### src/rtl/stk_pkg.sv
package stk_pkg;
  localparam int unsigned T_W    = 3;
  localparam int unsigned STEP_W = 3;

  typedef enum logic [2:0] {
    OP_PUSH  = 3'd0,
    OP_POP   = 3'd1,
    OP_EXSP  = 3'd2,
    OP_CALL  = 3'd3,
    OP_CALLC = 3'd4,
    OP_RET   = 3'd5,
    OP_RETC  = 3'd6,
    OP_RST   = 3'd7
  } stk_op_e;

  typedef enum logic [2:0] {
    CK_FETCH = 3'd0,
    CK_OPL   = 3'd1,
    CK_OPH   = 3'd2,
    CK_SRL   = 3'd3,
    CK_SRH   = 3'd4,
    CK_SWH   = 3'd5,
    CK_SWL   = 3'd6
  } cyc_kind_e;

  typedef enum logic [1:0] {
    SP_KEEP    = 2'd0,
    SP_PREDEC  = 2'd1,
    SP_POSTINC = 2'd2
  } sp_act_e;

  typedef struct packed {
    cyc_kind_e       kind;
    logic [T_W-1:0]  tstates;
    sp_act_e         spact;
    logic            last;
  } step_t;
endpackage

### src/rtl/stk_step_table.sv
module stk_step_table
  import stk_pkg::*;
(
  input  stk_op_e            op,
  input  logic [STEP_W-1:0]  step,
  input  logic               cond,
  output step_t              ent
);
  function automatic step_t mk(cyc_kind_e k, int unsigned t, sp_act_e a, logic l);
    step_t s;
    s.kind    = k;
    s.tstates = T_W'(t);
    s.spact   = a;
    s.last    = l;
    return s;
  endfunction

  always_comb begin
    ent = mk(CK_FETCH, 4, SP_KEEP, 1'b1);
    unique case (op)
      OP_PUSH, OP_RST: begin
        case (step)
          3'd0:    ent = mk(CK_FETCH, 5, SP_KEEP, 1'b0);
          3'd1:    ent = mk(CK_SWH, 3, SP_PREDEC, 1'b0);
          default: ent = mk(CK_SWL, 3, SP_PREDEC, 1'b1);
        endcase
      end
      OP_POP, OP_RET, OP_RETC: begin
        case (step)
          3'd0: begin
            if (op == OP_RETC) ent = mk(CK_FETCH, 5, SP_KEEP, !cond);
            else               ent = mk(CK_FETCH, 4, SP_KEEP, 1'b0);
          end
          3'd1:    ent = mk(CK_SRL, 3, SP_POSTINC, 1'b0);
          default: ent = mk(CK_SRH, 3, SP_POSTINC, 1'b1);
        endcase
      end
      OP_EXSP: begin
        case (step)
          3'd0:    ent = mk(CK_FETCH, 4, SP_KEEP, 1'b0);
          3'd1:    ent = mk(CK_SRL, 3, SP_POSTINC, 1'b0);
          3'd2:    ent = mk(CK_SRH, 4, SP_KEEP, 1'b0);
          3'd3:    ent = mk(CK_SWH, 3, SP_KEEP, 1'b0);
          default: ent = mk(CK_SWL, 5, SP_PREDEC, 1'b1);
        endcase
      end
      OP_CALL, OP_CALLC: begin
        case (step)
          3'd0: ent = mk(CK_FETCH, 4, SP_KEEP, 1'b0);
          3'd1: ent = mk(CK_OPL, 3, SP_KEEP, 1'b0);
          3'd2: begin
            if (op == OP_CALLC && !cond) ent = mk(CK_OPH, 3, SP_KEEP, 1'b1);
            else                         ent = mk(CK_OPH, 4, SP_KEEP, 1'b0);
          end
          3'd3:    ent = mk(CK_SWH, 3, SP_PREDEC, 1'b0);
          default: ent = mk(CK_SWL, 3, SP_PREDEC, 1'b1);
        endcase
      end
      default: ent = mk(CK_FETCH, 4, SP_KEEP, 1'b1);
    endcase
  end
endmodule

### src/rtl/stk_ptr.sv
module stk_ptr
  import stk_pkg::*;
#(
  parameter int unsigned ADDR_W = 16
) (
  input  logic              clk,
  input  logic              rst_n,
  input  logic              load,
  input  logic [ADDR_W-1:0] load_val,
  input  logic              step_en,
  input  sp_act_e           act,
  output logic [ADDR_W-1:0] sp_q,
  output logic [ADDR_W-1:0] bus_addr
);
  localparam logic [ADDR_W-1:0] ONE = ADDR_W'(1);

  logic [ADDR_W-1:0] sp_dec;
  assign sp_dec   = sp_q - ONE;
  assign bus_addr = (act == SP_PREDEC) ? sp_dec : sp_q;

  always_ff @(posedge clk) begin
    if (!rst_n) begin
      sp_q <= '0;
    end else if (load) begin
      sp_q <= load_val;
    end else if (step_en) begin
      case (act)
        SP_PREDEC:  sp_q <= sp_dec;
        SP_POSTINC: sp_q <= sp_q + ONE;
        default:    sp_q <= sp_q;
      endcase
    end
  end

  // a step without a pointer action leaves the pointer alone
  a_r8_keep_stable: assert property (@(posedge clk) disable iff (!rst_n)
    (step_en && !load && act == SP_KEEP) |=> $stable(sp_q));
endmodule

### src/rtl/stack_cycle_seq.sv
module stack_cycle_seq
  import stk_pkg::*;
#(
  parameter int unsigned ADDR_W = 16,
  parameter int unsigned BYTE_W = 8
) (
  input  logic                clk,
  input  logic                rst_n,
  input  logic                cmd_valid,
  output logic                cmd_ready,
  input  logic [2:0]          cmd_op,
  input  logic                cmd_cond,
  input  logic [2*BYTE_W-1:0] cmd_word,
  input  logic [ADDR_W-1:0]   cmd_pc,
  input  logic [ADDR_W-1:0]   cmd_sp,
  input  logic [2:0]          cmd_vec,
  output logic                cyc_valid,
  input  logic                cyc_ready,
  output logic [2:0]          cyc_kind,
  output logic [ADDR_W-1:0]   cyc_addr,
  output logic [BYTE_W-1:0]   cyc_wdata,
  output logic [T_W-1:0]      cyc_tstates,
  input  logic [BYTE_W-1:0]   cyc_rdata,
  output logic                done,
  output logic [ADDR_W-1:0]   res_sp,
  output logic [ADDR_W-1:0]   res_pc,
  output logic [2*BYTE_W-1:0] res_word
);
  localparam int unsigned WORD_W = 2 * BYTE_W;
  localparam int unsigned VEC_SH = 3;

  logic                busy_q, done_q;
  logic [STEP_W-1:0]   step_q;
  stk_op_e             op_q;
  logic                cond_q;
  logic [WORD_W-1:0]   word_q, got_q, push_word;
  logic [ADDR_W-1:0]   pc_q, sp_addr;
  logic [2:0]          vec_q;
  step_t               ent;
  logic                accept, fire;

  assign cmd_ready = !busy_q;
  assign cyc_valid = busy_q;
  assign accept    = cmd_valid && cmd_ready;
  assign fire      = cyc_valid && cyc_ready;

  stk_step_table u_table (
    .op   (op_q),
    .step (step_q),
    .cond (cond_q),
    .ent  (ent)
  );

  stk_ptr #(.ADDR_W(ADDR_W)) u_ptr (
    .clk      (clk),
    .rst_n    (rst_n),
    .load     (accept),
    .load_val (cmd_sp),
    .step_en  (fire),
    .act      (ent.spact),
    .sp_q     (res_sp),
    .bus_addr (sp_addr)
  );

  // Word pushed by push-type commands
  always_comb begin
    case (op_q)
      OP_CALL, OP_CALLC: push_word = WORD_W'(pc_q + ADDR_W'(3));
      OP_RST:            push_word = WORD_W'(pc_q + ADDR_W'(1));
      default:           push_word = word_q;
    endcase
  end

  // Cycle record fields
  always_comb begin
    cyc_kind    = ent.kind;
    cyc_tstates = ent.tstates;
    cyc_wdata   = '0;
    case (ent.kind)
      CK_FETCH: cyc_addr = pc_q;
      CK_OPL:   cyc_addr = pc_q + ADDR_W'(1);
      CK_OPH:   cyc_addr = pc_q + ADDR_W'(2);
      default:  cyc_addr = sp_addr;
    endcase
    if (ent.kind == CK_SWH) cyc_wdata = push_word[WORD_W-1:BYTE_W];
    if (ent.kind == CK_SWL) cyc_wdata = push_word[BYTE_W-1:0];
  end

  // Command and step control
  always_ff @(posedge clk) begin
    if (!rst_n) begin
      busy_q <= 1'b0;
      done_q <= 1'b0;
      step_q <= '0;
      op_q   <= OP_PUSH;
      cond_q <= 1'b0;
      word_q <= '0;
      pc_q   <= '0;
      vec_q  <= '0;
      got_q  <= '0;
    end else begin
      done_q <= 1'b0;
      if (accept) begin
        busy_q <= 1'b1;
        step_q <= '0;
        op_q   <= stk_op_e'(cmd_op);
        cond_q <= cmd_cond;
        word_q <= cmd_word;
        pc_q   <= cmd_pc;
        vec_q  <= cmd_vec;
      end else if (fire) begin
        if (ent.kind == CK_OPL || ent.kind == CK_SRL) got_q[BYTE_W-1:0]      <= cyc_rdata;
        if (ent.kind == CK_OPH || ent.kind == CK_SRH) got_q[WORD_W-1:BYTE_W] <= cyc_rdata;
        if (ent.last) begin
          busy_q <= 1'b0;
          done_q <= 1'b1;
        end else begin
          step_q <= step_q + STEP_W'(1);
        end
      end
    end
  end

  // Results
  always_comb begin
    case (op_q)
      OP_CALL, OP_RET: res_pc = ADDR_W'(got_q);
      OP_CALLC:        res_pc = cond_q ? ADDR_W'(got_q) : pc_q + ADDR_W'(3);
      OP_RETC:         res_pc = cond_q ? ADDR_W'(got_q) : pc_q + ADDR_W'(1);
      OP_RST:          res_pc = ADDR_W'(vec_q) << VEC_SH;
      default:         res_pc = pc_q + ADDR_W'(1);
    endcase
  end

  assign done     = done_q;
  assign res_word = got_q;

  // a stalled record holds every field
  a_r9_hold_fields: assert property (@(posedge clk) disable iff (!rst_n)
    (cyc_valid && !cyc_ready) |=> (cyc_valid && $stable(cyc_kind) && $stable(cyc_addr)
                                   && $stable(cyc_wdata) && $stable(cyc_tstates)));
  // completion is a single pulse
  a_r10_done_pulse: assert property (@(posedge clk) disable iff (!rst_n)
    done |=> !done);
  // no new command while cycles are pending
  a_r10_busy_not_ready: assert property (@(posedge clk) disable iff (!rst_n)
    cyc_valid |-> !cmd_ready);
  // every command opens with a fetch
  a_r11_fetch_first: assert property (@(posedge clk) disable iff (!rst_n)
    $rose(cyc_valid) |-> cyc_kind == 3'(CK_FETCH));
  // lengths within 3..5 T
  a_r11_tstate_range: assert property (@(posedge clk) disable iff (!rst_n)
    cyc_valid |-> (cyc_tstates >= 3'd3 && cyc_tstates <= 3'd5));
  // false condition keeps a conditional call off the stack
  a_r5_callc_skip: assert property (@(posedge clk) disable iff (!rst_n)
    (cyc_valid && op_q == OP_CALLC && !cond_q) |-> cyc_kind <= 3'(CK_OPH));
  // false condition leaves a conditional return at its fetch
  a_r6_retc_skip: assert property (@(posedge clk) disable iff (!rst_n)
    (cyc_valid && op_q == OP_RETC && !cond_q) |-> cyc_kind == 3'(CK_FETCH));
endmodule

### config.mk
export PLATFORM = sky130hd
export DESIGN_NAME = stack_cycle_seq
export DESIGN_NICKNAME = d
export VERILOG_FILES = /design/src/rtl/stk_pkg.sv /design/src/rtl/stk_step_table.sv /design/src/rtl/stk_ptr.sv /design/src/rtl/stack_cycle_seq.sv
export SDC_FILE = /design/constraint.sdc
export NUM_CORES = 1
export LEC_CHECK = 0
export ABC_AREA = 0
export BUFFER_PORTS_ARGS = -buffer_cell sky130_fd_sc_hd__buf_4
export CORE_UTILIZATION = 41
export DETAILED_ROUTE_END_ITERATION = 6
export PLACE_DENSITY = 0.73
export SYNTH_ARGS = -nofsm -noshare
export SYNTH_HDL_FRONTEND = slang
export SYNTH_SLANG_ARGS = --single-unit
### constraint.sdc
create_clock -name clk -period 2.55 [get_ports clk]
set_input_delay 0.1275 -clock clk [delete_from_list [all_inputs] [get_ports clk]]
set_output_delay 0.1275 -clock clk [all_outputs]
set_load 0.05 [all_outputs]
==> metrics.md, run 1 <==
| Metric | Value |
|---|---|
| P per Cell Area | 493 nW/um^2 |
| Yosys top cell area share | roughly a quarter |
| Syn Nets | 989 |
| Hold endpoint | op_q[0]$_SDFFE_PN0P_ |
| Syn_area_per_cell | 7.01 sq um |
| Die Height | 127 um |
| Root buf cell | clkbuf_16 |
| Final setup fails | 33 |
| Status | finished, violations left |
| Count leader, synth | nand2_1 |
| Failing checks | setup timing |
| Ranking of synthesized cells by area | dfxtp_1 (24%), nand2_1 (9.6%), a21oi_1 (7.5%) |
| H-tree levels | 3 |
| Setup crit end kind | output port |
| Rel. slew slack | 46.4% |
| Peak VDD IR | about 360 uV |
| Worst setup margin | -0.430 ns |
| Antenna fix cells | 0 |
| Max_cap viols | 0 |
| Nature of the critical path startpoint | flop |
| Sequential element share of the synthesized area | 23.8% |
| GRT Total Usage | 30.9% |
| Final Net Count | 1229 |
| Ys flop type | dfxtp_1 |
| Drt drc | 0 |
| Vias per inst | 5.94 |
| Layout Cells excl Fill | roughly 1300 |
| WP data required | approximately 2.4 ns |
| Netlist cell types | 74 |
| CP arrival | 2.85 ns |
| Number of fill cells | around 1300 |
| Finished Core Util | 65.7% |
| Worst hold path startpoint | cmd_op[0] |
| #FFs+latches synth | 76 |
| Synth top cells by count | nand2_1 (163), a21oi_1 (96), dfxtp_1 (76) |
| Post-Route WL | 25.3 mm |
| Initial antenna violation count | 0 |
| RR Endpoint | res_word[11]$_SDFFE_PN0P_ |
| Clock latency on the worst-skew pair | 0.36 ns |
| Post-Synthesis Cell Area | 6390 sq um |
| Min Clock Period, post-route | 2.98 ns |
| Clk buf depth | 2 |
| Post-Place Cells | 1306 |
| Global route total overflow | 0 |
| FF-to-FF Start | step_q[0]$_SDFFE_PP0P_ |
| Max-slew violation count | 0 |
| First-pass GRT wire length | around 39 mm |
| Layout cells sized above 1 | 41.6% |
| Achievable frequency | 336 MHz |
| Vias | 7989 |
| Crit share post-route | 117% |
| Sink Count | 76 |
| Cell Rows | 45 |
| Die area | 16100 sq um |
| GP Congestion | 0.998 |
| FFs w/ async S/R, synth | 0% |
| Worst Reg-to-Reg Cells | 12 |
| Leading area contributor after synthesis | dfxtp_1 |
| Number of global-route vias before repair | 7408 |
| Post-DP HPWL | about 18 mm |
| Synth-to-Final Area Change | 56.3% |
| CTS Buf Count | 9 |
| Critical path class | reg2out |
| Worst hold stages | 3 |
| Die W | 127 um |
| Pleak | 3.95 nW |
| Clk_skew | 0.00814 ns |
| Worst hold path class | in2reg |
| Worst-Margin Slew | 0.798 ns |
| Final Hold Viols | 0 |
| CTS tree | yes |
| Drt pass-1 iters | 6 |
| Core Footprint | 15200 sq um |
| Number of antenna-violating nets in the routed design | 0 |
| Pin count of the biggest net entering global routing | 33 |
| Post-synth EDFFs | 0 |
| I/O Buffers | 147 |
| Synth warnings | 0 |
| Initial Util | 42.0% |
| CP max FO | 7 |
| Initial DRC Count | 941 |
| Clk slew on worst S/H paths | 0.06 ns |
| Post-route setup TNS | -9.31 ns |
| Syn Inst Count | about 900 |
| Reg2reg setup slack | -0.13 ns |
| Wire per inst | 18.8 um |
| Unrepaired setup endpoints after global routing | yes |
| I/O pin count | 148 |
==> critical path, cell delays in order, from the launching register on <==
cell and delay (ns):
dfxtp_4 0.38, ha_4 0.17, ha_4 0.16, or4_4 0.50, o221ai_4 0.10, a22o_4 0.25
nand2_8 0.09, o21ai_4 0.27, buf_12 0.17, mux2i_4 0.23, buf_6 0.18
==> stage by stage <==
step	setup WS, ns	power, mW	instance area [sq um]	hold slack [ns]
2_1_floorplan	-0.408	2.69	6720	0.263
3_3_place_gp	-0.0682	3.40	8850	0.375
3_5_place_dp	-0.130	3.41	8850	0.378
4_1_cts	-0.364	4.82	9700	0.00882
5_1_grt	-0.479	5.11	9980	0.0151
6_report	-0.430	4.93	9980	0.00937
==> registers in the layout, indices dropped and copies added (netlist names), 3 cells and up <==
name / count
vec_q: 3
u_ptr.sp_q: 16
res_word: 16
step_q: 3
pc_q: 16
op_q: 3
word_q: 16
==> cell families (layout without fill, tap and decap cells) <==
kind of cell / count (synthesis) / count (layout) / share of synthesized area [%]
and+or+nand+nor: 375 / 375 / 27.6
AOI/OAI and AO/OA: 251 / 251 / 25.2
buffers and inverters: 103 / 348 / 7.52
DFF: 76 / 76 / 23.8
xor gates and xnor gates: 66 / 66 / 9.05
muxes: 27 / 27 / 4.29
adders and majority gates: 13 / 13 / 2.47
==> per-layer routing <==
metal / routed length [um] / vias up / share of wire, % / track usage, %
met5: 0 / - / 0 / 0
met1: 10400 / 3808 / 41 / 40.2
met2: 11900 / 399 / 47 / 49.1
li1: - / 3708 / - / -
met4: 905 / 0 / 3.6 / 15.0
met3: 2070 / 74 / 8.2 / 5.86
==> placed cells by master, fill, tap and decap left out, drive strengths merged, types with 10 or more instances in the layout <==
master  instances
buf           309
nand2         165
a21oi         100
dfxtp          76
nor2           74
o21ai          42
nand3          40
xnor2          36
xor2           30
mux2i          24
inv            19
o22ai          19
a211oi         18
nor3           18
nand4          12
ha             11
and3           10
clkbuf         10
nor2b          10
a22oi          10
==> worst max-delay path by stage <==
stage | from | end | cells after the start | slack, ns
finish | step_q[0]$_SDFFE_PP0P_ | cyc_addr[3] | 10 | -0.43
floorplan | step_q[0]$_SDFFE_PP0P_ | cyc_wdata[0] | 10 | -0.41
detailed placement | step_q[0]$_SDFFE_PP0P_ | cyc_addr[9] | 10 | -0.13
global route | step_q[0]$_SDFFE_PP0P_ | cyc_addr[3] | 10 | -0.48
global placement | step_q[0]$_SDFFE_PP0P_ | cyc_addr[5] | 10 | -0.07
CTS | step_q[0]$_SDFFE_PP0P_ | cyc_addr[9] | 10 | -0.36
==> timing repair <==
item / in CTS / in global routing
pin swaps: 23 / 26
endpoints found under the setup margin: 60 / 47
resized for setup: 97 / 58
hold buffers: 1 / 0
cloned: 1 / 0
endpoints found under the hold margin: 1 / 0
buffers inserted: 13 / 9
==> layout make-up <==
class                           count  area [sq um]  share of cell area (%)
Clock buffer                       10           239                    2.39
Clock inverter                      6          47.5                   0.476
Inverter                           22           108                    1.08
Multi-Input combinational cell    732          5160                    51.7
Sequential cell                    76          1560                    15.6
Tap cell                          188           235                    2.36
Timing Repair Buffer              310          2640                    26.4
==> power by group <==
part / internal, mW / total [mW] / switching, mW
logic: 0.938 / 2.32 / 1.38
registers: 1.26 / 1.35 / 0.0930
clock network: 0.692 / 1.26 / 0.563
No activity file was read; power rests on OpenSTA's default activity.
==> run 2, diff against run 1 <==
CORE_MARGIN = 2   (was unset)
SETUP_SLACK_MARGIN = 0.05   (was unset)
==> metrics.md, run 2 (synthesis gave the netlist of run 1 again) <==
| Metric | Value |
|---|---|
| Initial antenna violation count | 0 (unchanged) |
| Comb pwr share | 48.8% (+1.7 points) |
| CP max FO | 4 (-3) |
| Drt drc | 0 (unchanged) |
| CP arrival | 2.85 ns (about the same) |
| GP Congestion | 0.983 (-1.5%) |
| Core Footprint | 15200 sq um (unchanged) |
| Achievable frequency | 336 MHz (about the same) |
| CP peak stage delay | 0.50 ns (about the same) |
| Nature of the critical path startpoint | flop |
| First-pass GRT wire length | 39.8 mm (+2.3%) |
| Number of antenna-violating nets in the routed design | 0 (unchanged) |
| Max-slew violation count | 0 (unchanged) |
| Pin count of the biggest net entering global routing | 48 (+45%) |
| Critical path class | reg2out |
| Most frequent cells in the layout | buf_4 (258), nand2_1 (151), a21oi_1 (82) |
| Sequential power share | 25.6% (-1.8 points) |
| I/O Buffers | 147 (unchanged) |
| Reg2reg setup slack | -0.12 ns (about the same) |
| Worst Reg-to-Reg Cells | 17 (+5) |
| Worst hold stages | 3 (unchanged) |
| Pint | 3.12 mW (+8.1%) |
| Clock latency on the worst-skew pair | 0.35 ns (about the same) |
| Hold endpoint | pc_q[1]$_SDFFE_PN0P_ |
| Sink Count | 76 (unchanged) |
| RR Endpoint | res_word[4]$_SDFFE_PN0P_ |
| Initial DRC Count | 1063 (+13%) |
| Vias per inst | 6.03 (+1.4%) |
| Vias | 8279 (+3.6%) |
| GR peak layer | met2 |
| CTS tree | yes |
| Root buf cell | clkbuf_16 |
| Wire per inst | 19.8 um (+5.2%) |
| Die area | 16600 sq um (+3.2%) |
| Met3 Use GR | 6.69% (+0.83 points) |
| Finished Core Util | 70.2% (+4.5 points) |
| Rel. slew slack | 57.0% (+11 points) |
| Cell family with most CP delay | compound AO/OA/AOI/OAI gates |
| Psw | 2.16 mW (+6.2%) |
| Met1 GRT Util | 39.6% (-0.58 points) |
| Layout cells sized above 1 | 44.9% (+3.2 points) |
| Cells along the critical path | ha_4 > ha_4 > or4_4 > o221ai_4 > a22o_4 > a21oi_2 > a211o_1 > a211oi_2 > buf_4 > a21oi_4 > buf_6 |
| Synth-to-Final Area Change | 67.0% |
| Die Height | 129 um (+1.6%) |
| Clk slew on worst S/H paths | 0.07 ns (about the same) |
| Global route total overflow | 0 (unchanged) |
| Clk_skew | 0.00581 ns (-0.00233 ns) |
| Worst hold path class | in2reg |
| Peak VDD IR | 367 uV (+0.68%) |
| Pleak | 4.24 nW (+7.5%) |
| Min Clock Period, post-route | 2.98 ns (+0.000208 ns) |
| Crit path buf inv count | 2 (unchanged) |
| Failing checks | setup timing |
| Sw Ratio | 40.9% (-0.43 points) |
| Max_cap viols | 0 (unchanged) |
| Final Net Count | 1259 (+2.4%) |
| Cell mode on critical path | ha_4 |
| Met2 usage | 50.5% (+1.4 points) |
| Final Hold Viols | 0 (unchanged) |
| Post-Route WL | 27.2 mm (+7.6%) |
| Clock power share | 25.6% (about the same) |
| Final setup fails | 34 (+3.0%) |
| FF-to-FF Start | step_q[1]$_SDFFE_PP0P_ |
| Number of global-route vias before repair | 7571 (+2.2%) |
| Unrepaired setup endpoints after global routing | yes |
| P per Cell Area | 495 nW/um^2 (+0.40%) |
| Worst-Margin Slew | 0.643 ns (-0.155 ns) |
| Die W | 129 um (+1.6%) |
| CTS Buf Count | 9 (unchanged) |
| Antenna fix cells | 0 (unchanged) |
| Worst setup margin | -0.430 ns (-0.000208 ns) |
| Critical Path Slowest Stage Cell | or4_4 |
| H-tree levels | 3 (unchanged) |
| Post-DP HPWL | 19.1 mm (+3.5%) |
| Cell Rows | 45 (unchanged) |
| Clk buf depth | 2 (unchanged) |
| Initial Util | 42.0% (unchanged) |
| Most common cell after layout, fill and taps aside | buf_4 |
| Worst hold path startpoint | cmd_pc[1] |
| WP data required | 2.42 ns (about the same) |
| Crit share post-route | 117% (about the same) |
| Status | finished, violations left |
| Setup crit end kind | output port |
| I/O pin count | 148 (unchanged) |
| Place WS | -0.136 ns (-0.00634 ns) |
| GRT Total Usage | 30.5% (-0.41 points) |
| Drt pass-1 iters | 5 (-1) |
==> run 2: cell count changes in the layout (fill, tap and decap cells not counted), moves of 4 or more <==
cell     previous run  this run
o21ai_0            32        27
o22ai_4             6        10
nand2_1           155       151
buf_6              34        64
dfxtp_2            13         6
o22ai_2             8         4
dfxtp_1            58        62
buf_12             12        16
==> run 2: final cells by class <==
cell class,instances,area (sq um)
Multi-Input combinational cell,732,5440
Fill cell,1137,4530
Timing Repair Buffer,340,3020
Sequential cell,76,1560
Tap cell,188,235
Clock buffer,9,225
Inverter,22,109
Clock inverter,7,83.8
==> run 2: power groups by stage <==
stage	clock network, mW	registers (mW)	logic, mW
final	1.35	1.36	2.58
after floorplan	0	1.44	1.31
after CTS	1.37	1.35	2.41
after global routing	1.40	1.36	2.69
after detailed placement	0	1.37	2.13
after global placement	0	1.37	2.11
==> run 2: worst register-to-register path: stages, from the launching register on <==
cell and delay [ns]:
dfxtp_4 0.37, inv_4 0.08, ha_4 0.19, buf_6 0.12, nor3_4 0.04, buf_6 0.11, nor3_4 0.19, nor3_2 0.10
nor3_4 0.24, buf_12 0.15, buf_12 0.12, inv_12 0.04, buf_6 0.11, buf_6 0.11, nor3_4 0.14, buf_12 0.16
mux2i_1 0.22, nor2_1 0.07
==> run 2: worst max-delay path by stage <==
| stage | slack (ns) | end | start | depth (start not counted) |
|---|---|---|---|---|
| after CTS | -0.39 | cyc_addr[13] | step_q[0]$_SDFFE_PP0P_ | 15 |
| after detailed placement | -0.14 | cyc_addr[11] | step_q[0]$_SDFFE_PP0P_ | 11 |
| after global placement | -0.14 | cyc_addr[3] | step_q[0]$_SDFFE_PP0P_ | 10 |
| after global routing | -0.49 | cyc_addr[4] | step_q[1]$_SDFFE_PP0P_ | 11 |
| after floorplan | -0.13 | cyc_addr[5] | step_q[0]$_SDFFE_PP0P_ | 10 |
| final | -0.43 | cyc_addr[11] | step_q[0]$_SDFFE_PP0P_ | 11 |
==> run 2: per-layer routing <==
metal / vias to the layer above / wire [um]
met3: 97 / 2310
met2: 510 / 13000
met4: 0 / 933
li1: 3783 / -
met5: - / 0
met1: 3889 / 10900
==> run 2: per-stage QoR <==
| stage | TNS [ns] | power (mW) | cells | cell area, sq um | hold slack, ns |
|---|---|---|---|---|---|
| global placement | -1.03 | 3.48 | 1322 | 9090 | 0.373 |
| detailed placement | -1.53 | 3.50 | 1322 | 9090 | 0.382 |
| finish | -9.48 | 5.29 | 1374 | 10700 | 0.00602 |
| floorplan | -0.514 | 2.74 | 911 | 6870 | 0.263 |
| global route | -12.04 | 5.45 | 1374 | 10700 | 0.0149 |
| CTS | -7.45 | 5.13 | 1356 | 10200 | 0.00538 |
==> run 2: repair_timing <==
action,4_1_cts,5_1_grt
pin swaps,46,37
cloned,0,1
setup buffers,19,17
hold buffers,0,0
resized for setup,132,82
hold endpoints to repair,0,0
endpoints found under the setup margin,66,61
